**src/rtl/vsa_pkg.sv**
```systemverilog
package vsa_pkg;
  localparam int LANES = 4;
  localparam int CW    = 16;
  localparam int FRAC  = 8;
  localparam int NREG  = 8;

  typedef enum logic [1:0] {
    MOD_NONE = 2'b00,
    MOD_BIAS = 2'b01,
    MOD_DBL  = 2'b10,
    MOD_RSVD = 2'b11
  } mod_e;
endpackage

```
**src/rtl/vsa_regfile.sv**
```systemverilog
module vsa_regfile #(
  parameter int NREG  = 8,
  parameter int LANES = 4,
  parameter int CW    = 16,
  localparam int AW   = $clog2(NREG),
  localparam int VW   = LANES * CW
) (
  input  logic              clk,
  input  logic              rst,
  input  logic              we,
  input  logic [LANES-1:0]  wlanes,
  input  logic [AW-1:0]     waddr,
  input  logic [VW-1:0]     wdata,
  input  logic [AW-1:0]     ra,
  input  logic [AW-1:0]     rb,
  input  logic [AW-1:0]     rp,
  output logic [VW-1:0]     qa,
  output logic [VW-1:0]     qb,
  output logic [VW-1:0]     qp,
  output logic [NREG*VW-1:0] all_q
);
  logic [VW-1:0] mem [NREG];

  for (genvar r = 0; r < NREG; r++) begin : g_reg
    for (genvar l = 0; l < LANES; l++) begin : g_lane
      always_ff @(posedge clk) begin
        if (rst) mem[r][l*CW +: CW] <= '0;
        else if (we && waddr == AW'(r) && wlanes[l])
          mem[r][l*CW +: CW] <= wdata[l*CW +: CW];
      end
    end
    assign all_q[r*VW +: VW] = mem[r];
  end

  // reads see pre-edge contents
  assign qa = mem[ra];
  assign qb = mem[rb];
  assign qp = mem[rp];
endmodule

```
**src/rtl/vsa_operand.sv**
```systemverilog
module vsa_operand
  import vsa_pkg::*;
#(
  parameter int LANES = 4,
  parameter int CW    = 16,
  parameter int FRAC  = 8,
  localparam int SELW = $clog2(LANES),
  localparam int VW   = LANES * CW
) (
  input  logic [VW-1:0]         vec_in,
  input  logic [LANES*SELW-1:0] swz,
  input  mod_e                  mode,
  output logic [VW-1:0]         vec_out
);
  localparam logic signed [CW+1:0] MAXV = {3'b000, {(CW-1){1'b1}}};
  localparam logic signed [CW+1:0] MINV = {3'b111, {(CW-1){1'b0}}};
  localparam logic signed [CW+1:0] HALF = (CW+2)'(1) <<< (FRAC-1);

  for (genvar i = 0; i < LANES; i++) begin : g_lane
    logic [SELW-1:0]        sel;
    logic signed [CW-1:0]   pick;
    logic signed [CW+1:0]   ext, shaped;

    assign sel  = swz[i*SELW +: SELW];
    assign pick = vec_in[sel*CW +: CW];
    assign ext  = {{2{pick[CW-1]}}, pick};

    always_comb begin
      unique case (mode)
        MOD_BIAS: shaped = ext - HALF;
        MOD_DBL:  shaped = ext <<< 1;
        default:  shaped = ext;
      endcase
    end

    always_comb begin
      if (shaped > MAXV)      vec_out[i*CW +: CW] = MAXV[CW-1:0];
      else if (shaped < MINV) vec_out[i*CW +: CW] = MINV[CW-1:0];
      else                    vec_out[i*CW +: CW] = shaped[CW-1:0];
    end
  end
endmodule

```
**src/rtl/vsa_lane_alu.sv**
```systemverilog
module vsa_lane_alu #(
  parameter int CW   = 16,
  parameter int FRAC = 8
) (
  input  logic [CW-1:0] a,
  input  logic [CW-1:0] b,
  input  logic          clamp,
  output logic [CW-1:0] y
);
  localparam logic signed [CW:0]   SMAX = {2'b00, {(CW-1){1'b1}}};
  localparam logic signed [CW:0]   SMIN = {2'b11, {(CW-1){1'b0}}};
  localparam logic signed [CW-1:0] ONE  = CW'(1) <<< FRAC;

  logic signed [CW:0]   sum;
  logic signed [CW-1:0] sat_sum;

  assign sum = $signed({a[CW-1], a}) + $signed({b[CW-1], b});

  always_comb begin
    if (sum > SMAX)      sat_sum = SMAX[CW-1:0];
    else if (sum < SMIN) sat_sum = SMIN[CW-1:0];
    else                 sat_sum = sum[CW-1:0];
  end

  always_comb begin
    if (!clamp)               y = sat_sum;
    else if (sat_sum < 0)     y = '0;
    else if (sat_sum > ONE)   y = ONE;
    else                      y = sat_sum;
  end
endmodule

```
**src/rtl/vec_add_unit.sv**
```systemverilog
module vec_add_unit
  import vsa_pkg::*;
#(
  parameter int NUM_REGS = vsa_pkg::NREG,
  parameter int NLANES   = vsa_pkg::LANES,
  parameter int COMP_W   = vsa_pkg::CW,
  parameter int FRAC_W   = vsa_pkg::FRAC,
  localparam int AW      = $clog2(NUM_REGS),
  localparam int SELW    = $clog2(NLANES),
  localparam int VW      = NLANES * COMP_W
) (
  input  logic                   clk,
  input  logic                   rst,
  input  logic                   in_valid,
  output logic                   in_ready,
  input  logic [AW-1:0]          in_dst,
  input  logic [NLANES-1:0]      in_wmask,
  input  logic                   in_sat,
  input  logic [AW-1:0]          in_srca,
  input  logic [NLANES*SELW-1:0] in_swza,
  input  logic [1:0]             in_moda,
  input  logic [AW-1:0]          in_srcb,
  input  logic [NLANES*SELW-1:0] in_swzb,
  input  logic [1:0]             in_modb,
  input  logic                   ld_en,
  input  logic [AW-1:0]          ld_idx,
  input  logic [VW-1:0]          ld_data,
  input  logic [AW-1:0]          peek_idx,
  output logic [VW-1:0]          peek_data
);
  logic              fire;
  logic              we;
  logic [NLANES-1:0] wlanes;
  logic [AW-1:0]     waddr;
  logic [VW-1:0]     wdata;
  logic [VW-1:0]     raw_a, raw_b, opa, opb, result;
  logic [NUM_REGS*VW-1:0] rf_flat;

  assign in_ready = !ld_en;
  assign fire     = in_valid && in_ready;

  assign we     = ld_en || fire;
  assign wlanes = ld_en ? '1 : in_wmask;
  assign waddr  = ld_en ? ld_idx : in_dst;
  assign wdata  = ld_en ? ld_data : result;

  vsa_regfile #(.NREG(NUM_REGS), .LANES(NLANES), .CW(COMP_W)) u_rf (
    .clk(clk), .rst(rst), .we(we), .wlanes(wlanes), .waddr(waddr),
    .wdata(wdata), .ra(in_srca), .rb(in_srcb), .rp(peek_idx),
    .qa(raw_a), .qb(raw_b), .qp(peek_data), .all_q(rf_flat)
  );

  vsa_operand #(.LANES(NLANES), .CW(COMP_W), .FRAC(FRAC_W)) u_opa (
    .vec_in(raw_a), .swz(in_swza), .mode(mod_e'(in_moda)), .vec_out(opa)
  );

  vsa_operand #(.LANES(NLANES), .CW(COMP_W), .FRAC(FRAC_W)) u_opb (
    .vec_in(raw_b), .swz(in_swzb), .mode(mod_e'(in_modb)), .vec_out(opb)
  );

  for (genvar i = 0; i < NLANES; i++) begin : g_alu
    vsa_lane_alu #(.CW(COMP_W), .FRAC(FRAC_W)) u_alu (
      .a(opa[i*COMP_W +: COMP_W]), .b(opb[i*COMP_W +: COMP_W]),
      .clamp(in_sat), .y(result[i*COMP_W +: COMP_W])
    );
  end
endmodule

```
**config.mk**
```make
export PLATFORM = sky130hd
export DESIGN_NAME = vec_add_unit
export DESIGN_NICKNAME = d
export VERILOG_FILES = /design/src/rtl/vsa_pkg.sv /design/src/rtl/vsa_regfile.sv /design/src/rtl/vsa_operand.sv /design/src/rtl/vsa_lane_alu.sv /design/src/rtl/vec_add_unit.sv
export SDC_FILE = /design/constraint.sdc
export NUM_CORES = 2
export LEC_CHECK = 0
export BUFFER_PORTS_ARGS = -buffer_cell sky130_fd_sc_hd__clkbuf_2
export CORE_UTILIZATION = 40
export CTS_CLUSTER_SIZE = 8
export DETAILED_ROUTE_END_ITERATION = 6
export SLEW_MARGIN = 20
export SYNTH_ARGS = -nofsm -noshare
export SYNTH_HDL_FRONTEND = slang
export SYNTH_SLANG_ARGS = --single-unit
```
**constraint.sdc**
```tcl
create_clock -name clk -period 9 [get_ports clk]
set_clock_uncertainty 0.05 [all_clocks]
set_input_delay 0.9 -clock clk [delete_from_list [all_inputs] [get_ports clk]]
set_output_delay 0.9 -clock clk [all_outputs]
set_load 0.1 [all_outputs]
```
### Word level (Yosys, flattened, before mapping)

Memory sizes are Yosys's and may differ from the RTL's.
Cells that the tools add are included.

* input bits: 108
* RAM bits: 512
* output and inout bits: 65
* memories kept: 1
* register bits after elaboration: 0
* word-level logic and storage cells: 317

* shifts and indexed selects: 8
* bitwise operators: 32
* eq/ne operators: 11
* mux-type cells: 177
* order comparisons: 32
* add/sub/neg operators: 12
* reductions and logical operators: 44

Memory list
* u_rf.mem: depth 8, bits a word 64, rd ports 3, clocked after Yosys merged registers in 0, write ports 8, RTL line vsa_regfile.sv:22 `logic [VW-1:0] mem [NREG];`

Operators by type and width (number)
* $mux 16: 68
* $shiftx 64x7->16: 8
* $pmux 18 s2: 8
* $gt 18x16->1 const B: 8
* $lt 18x16->1 const B: 8
* $sub 16x9->17 const B: 8
* $mux 1: 98
* $add 16x16->17: 4
* $gt 17x16->1 const B: 4
* $lt 17x16->1 const B: 4
* $gt 16x10->1 const B: 4
* $lt 16x1->1 const B: 4
* $mux 64: 1
* $logic_and 1x1->1: 41
* $or 1x1->1: 32
* $eq 3x3->1 const B: 4
* $eq 3x2->1 const B: 2
* $eq 2x1->1 const B: 2
* $eq 2x2->1 const B: 2
* $mux 4: 1
* $eq 3x1->1 const B: 1
* $logic_not 3->1: 1
* $mux 3: 1
* $logic_not 1->1: 1
* $logic_or 1x1->1: 1

### Logic depth before layout (Yosys ltp)

An unclocked memory read counts as a cell.

* word-level depth: 17
* depth in mapped cells: 30
* gate-level depth less buffers: 24

### By module

From an unflattened synthesis, not the netlist that was laid out.

* cells, all modules: 3705
* area total of the unflattened synthesis: 45094.5 um^2

Modules (own cells, without submodules)
* vsa_regfile: sequential area each 15374.7 um^2, cells an instance 1944, area an instance 30628.1 um^2, instances 1
* vsa_operand: sequential area each 0.0 um^2, cells an instance 471, area an instance 3956.3 um^2, instances 2
* vsa_lane_alu (g_alu[1].u_alu ...): sequential area each 0.0 um^2, cells an instance 199, area an instance 1431.4 um^2, instances 2
* vsa_lane_alu (g_alu[3].u_alu): sequential area each 0.0 um^2, cells an instance 178, area an instance 1352.5 um^2, instances 1
* vec_add_unit: sequential area each 0.0 um^2, cells an instance 81, area an instance 1172.4 um^2, instances 1
* vsa_lane_alu (g_alu[0].u_alu): sequential area each 0.0 um^2, cells an instance 162, area an instance 1166.1 um^2, instances 1

### Worst setup path before layout

No wires, ideal clock.

* path type: input port to flip-flop
* start: input in_srcb[2]
* end: memory u_rf.mem[0][56] (netlist name), data pin
* buffers on the path: 6
* setup slack: 1.461 ns
* data required time: 8.678 ns
* stages: 28
* data arrival time: 7.217 ns
* library setup time: 0.272 ns
* cell sequence: buf_4 -> buf_2 -> buf_2 -> buf_2 -> buf_1 -> clkbuf_1 -> nor2_1 -> a211oi_1 -> a21oi_1 -> mux4_2 -> ha_1 -> and3_1 -> nand3_1 -> o211ai_2 -> nor2_1 -> o31ai_1 -> ha_1 -> fa_1 -> a21oi_1 -> o21ai_0 -> a21oi_1 -> o21ai_0 -> xor2_1 -> or4_1 -> or4_1 -> a221o_1 -> o21ai_1 -> nor2_1

RTL lines
* start, declared: RTL line vec_add_unit.sv:22 `input logic [AW-1:0] in_srcb,`
* end, declared: RTL line vsa_regfile.sv:22

==> implementation parameters <==
Parameter                              Value

STA
  Final setup violating endpoints ... 0
  Final TNS setup ... 0 ps
  Worst Tran Pin Value ... about 1200 ps
  Final hold violation count ... 0
  Fraction of the cycle the final worst path needs ... 0.894
  Final Slew Violations ... 0
  Relative slew slack ... 0.151
  Minimum hold slack ... 731 ps
  Post-route minimum period ... 8050 ps
  Unrepaired setup endpoints after global routing ... false
  Highest clock rate ... 124 MHz

Power
  Part of the power in combinational logic ... 0.506
  Reported net switching power ... 0.00483 W
  Leakage dissipation ... 18.8 nW
  Net switching share of the total power ... 0.439
  Clock group share of total power ... 0.227
  Worst IR Drop VDD ... 0.176 mV
  Power density relative to cell area ... approximately 220 mW/mm^2
  Register share of total power ... 0.267
  Internal power ... 0.00618 W

Detailed routing
  DRC violations left ... 0
  Detail-routed via count per cell ... about 7.0
  Overall routed net length ... 201000 um
  Number of detailed-routing iterations run before antenna repair ... 7
  Avg WL per Cell ... 35.9 um
  Post-DRT Antenna Nets ... 0
  Via total after detailed routing ... 39300
  Starting DRC count in detailed routing ... 6121

Logic synthesis
  Post-synthesis average cell area ... 11.6 um^2
  Part of the Yosys area used for sequential elements ... 0.341
  Share of synthesized registers carrying an async set or reset ... 0
  Mapped Cells ... between 3000 and 4000
  Dominant synthesized flop cell ... sky130_fd_sc_hd__edfxtp_1
  Count of unique library cells instantiated by Yosys ... 93
  Post-synthesis net count ... 4087
  Number of synthesis warnings ... 0
  Post-synthesis instance area ... between 0.04 and 0.05 mm^2
  Synthesis-stage register bit count ... 512
  Number of enable-type register cells in the synthesized netlist ... 512

Setup path
  Worst reg2reg path depth ... 24
  Type of the worst setup path ... in -> reg
  Highest fanout seen on the critical path ... 57
  WP data required ... 9420 ps
  Sort of element at the start of the critical path ... input pin
  Data arrival time at the worst-slack endpoint ... about 8500 ps
  Crit. End Element ... flop

Placement
  Placer Congestion ... 1.06
  Buffers added on ports ... around 170
  Area post-placement ... 0.0487 mm^2
  Post-DP HPWL ... roughly 150000 um

Cells and area
  Number of filler cells placed in the layout ... between 10000 and 15000
  Area taken by flip-flops and latches ... 0.0154 mm^2
  Largest registers ... u_rf.mem: 512 flops
  Synthesis-to-layout area growth ... 12.3%
  Final standard cell utilization of the core ... 0.455
  Flip-flop count of the largest register, all copies and words added ... around 500
  Total number of nets in the final design ... 4291
  Most used cells in the layout excluding fill and tap cells ... 586 x sky130_fd_sc_hd__nor2_1, 512 x sky130_fd_sc_hd__edfxtp_1, 500 x sky130_fd_sc_hd__mux4_2, 238 x sky130_fd_sc_hd__buf_4, 213 x sky130_fd_sc_hd__nand2_1
  Register with the highest flop count ... u_rf.mem
  Multi-input gate area ... between 0.02 and 0.03 mm^2
  Most common cell after layout, fill and taps aside ... sky130_fd_sc_hd__nor2_1
  Post-route cell area ... approximately 0.051 mm^2
  Fraction of final layout cells sized beyond drive strength 1 ... 0.301

Min path
  Worst hold path depth ... 4
  Hold/Removal Path Class ... in -> reg

CTS
  Post-CTS setup buffer count ... 0
  Buffers from clock root to sink, at most ... 3
  Number of H-tree levels ... 3
  Count of clock tree sinks ... a little over 500
  CTS tree ... yes
  CTS buffer count ... 74
  Clock-pin transition on the worst setup and hold timing paths ... around 50 ps
  Cts repair resizes ... 0
  CTS hold repair buffers ... 0
  Worst skew pair latency ... 630 ps
  Cell at the root of the clock tree ... sky130_fd_sc_hd__clkbuf_16

Floorplanning
  I/O pin cnt ... 173
  Vertical die dimension ... 338 um
  Rows ... 122
  Core region area ... 0.111 mm^2
  Die Outline Area ... around 0.11 mm^2
  Initial Util ... 0.406
  Horizontal extent of the die ... 338 um

Global routing
  Combined global-route utilization of all metal layers ... 0.347
  Global-route wire length before repair ... 279000 um
  Vias in the first global route ... 36500
  Maximum number of pins on one net before global-route repair ... 79
  Total grt overflow ... 0
  Number of antenna violations at the first check in global routing ... 8

Flow run
  Max_cap viols ... 0

Run status
  Status ... completed
[path summary, 6_finish.rpt]
kind / from / end / slack (ps)
worst min register to register: u_rf.mem[2][62] / u_rf.mem[6][16] / 2250
worst max register to register: u_rf.mem[6][39] / u_rf.mem[7][21] / 1450
worst max-delay path: in_srca[1] / u_rf.mem[7][21] / 950
worst min-delay path: ld_data[19] / u_rf.mem[6][19] / 730
[worst max-delay path, cell delays in order]
cell                       delay, ps
sky130_fd_sc_hd__buf_6           560
sky130_fd_sc_hd__mux4_2          640
sky130_fd_sc_hd__a22o_1          310
sky130_fd_sc_hd__a221oi_1        590
sky130_fd_sc_hd__a31oi_1         340
sky130_fd_sc_hd__or2_2           380
sky130_fd_sc_hd__or3_1           340
sky130_fd_sc_hd__a22o_1          250
sky130_fd_sc_hd__nor2_2          260
sky130_fd_sc_hd__o21ai_0         140
sky130_fd_sc_hd__ha_1            280
sky130_fd_sc_hd__a21o_1          190
sky130_fd_sc_hd__a21o_1          210
sky130_fd_sc_hd__a31oi_1         540
sky130_fd_sc_hd__o21ai_0         230
sky130_fd_sc_hd__xor2_1          200
sky130_fd_sc_hd__or3_1           400
sky130_fd_sc_hd__or4b_2          710
sky130_fd_sc_hd__nor2_2          250
sky130_fd_sc_hd__buf_12          180
sky130_fd_sc_hd__o21bai_1        130
sky130_fd_sc_hd__buf_4           190
sky130_fd_sc_hd__nor2_1          100
[power by group through the flow]
| stage | combinational [W] | clock, W | sequential [W] |
|---|---|---|---|
| final | 0.00558 | 0.00250 | 0.00294 |
| after global routing | 0.00584 | 0.00258 | 0.00294 |
| after CTS | 0.00538 | 0.00249 | 0.00292 |
| after detailed placement | 0.00535 | 0 | 0.00297 |
| after global placement | 0.00536 | 0 | 0.00296 |
| after floorplan | 0.00336 | 0 | 0.00288 |
[Yosys cell counts, drive strengths merged (24+ instances only)]
| master | instances | share of area |
|---|---|---|
| o22ai | 114 | 0.016 |
| xnor2 | 25 | 0.0049 |
| mux2 | 175 | 0.044 |
| ha | 76 | 0.021 |
| and2 | 24 | 0.0033 |
| inv | 65 | 0.0054 |
| o31ai | 29 | 0.0049 |
| edfxtp | 512 | 0.34 |
| mux2i | 196 | 0.044 |
| a22oi | 44 | 0.0073 |
| o22a | 41 | 0.0080 |
| mux4 | 514 | 0.26 |
| buf | 137 | 0.015 |
| nor2 | 599 | 0.050 |
| o21ai | 162 | 0.018 |
| nor3 | 53 | 0.0062 |
| o211ai | 24 | 0.0043 |
| a31oi | 24 | 0.0033 |
| nand3 | 70 | 0.0080 |
| nand2 | 213 | 0.018 |
| a21oi | 136 | 0.015 |
| a21o | 72 | 0.012 |
| maj3 | 64 | 0.014 |
| o21a | 27 | 0.0045 |
| nand2b | 25 | 0.0036 |
| clkbuf | 153 | 0.013 |
[metal layers]
layer  global-route usage  part of all wire  vias to the layer above  routed length [um]
met2                0.534              0.45                     2895               90600
met1                0.451              0.37                    19900               73900
met4                0.159             0.051                        4               10200
met5                    0           0.00014                        -                  29
li1                     -                 -                    16100                   -
met3                0.102              0.13                      420               26300
[per-stage QoR]
stage / total power [W] / cells / worst slack, ps
6_report: 0.0110 / 5601 / 950
5_1_grt: 0.0114 / 5600 / 624
4_1_cts: 0.0108 / 5598 / 1120
3_5_place_dp: 0.00832 / 5515 / 500
3_3_place_gp: 0.00833 / 5515 / 546
2_1_floorplan: 0.00624 / 3899 / 1460
[cell type report]
class                      count  area share
antenna                        3    0.000148
clock buffer                  76      0.0371
clock inverter                 7     0.00160
inverter                      69     0.00511
multi-input combinational   3028       0.558
sequential                   512       0.303
tap                         1488      0.0367
timing repair buffer         418      0.0575
[cells by family after synthesis]
| logic type | synth area share |
|---|---|
| and+or+nand+nor | 0.108 |
| muxes | 0.345 |
| AOI/OAI and AO/OA | 0.127 |
| DFF | 0.341 |
| buffers and inverters | 0.0337 |
| adders and majority gates | 0.0370 |
| xor gates and xnor gates | 0.00893 |
Note: power is estimated with default switching activity, not from simulation.
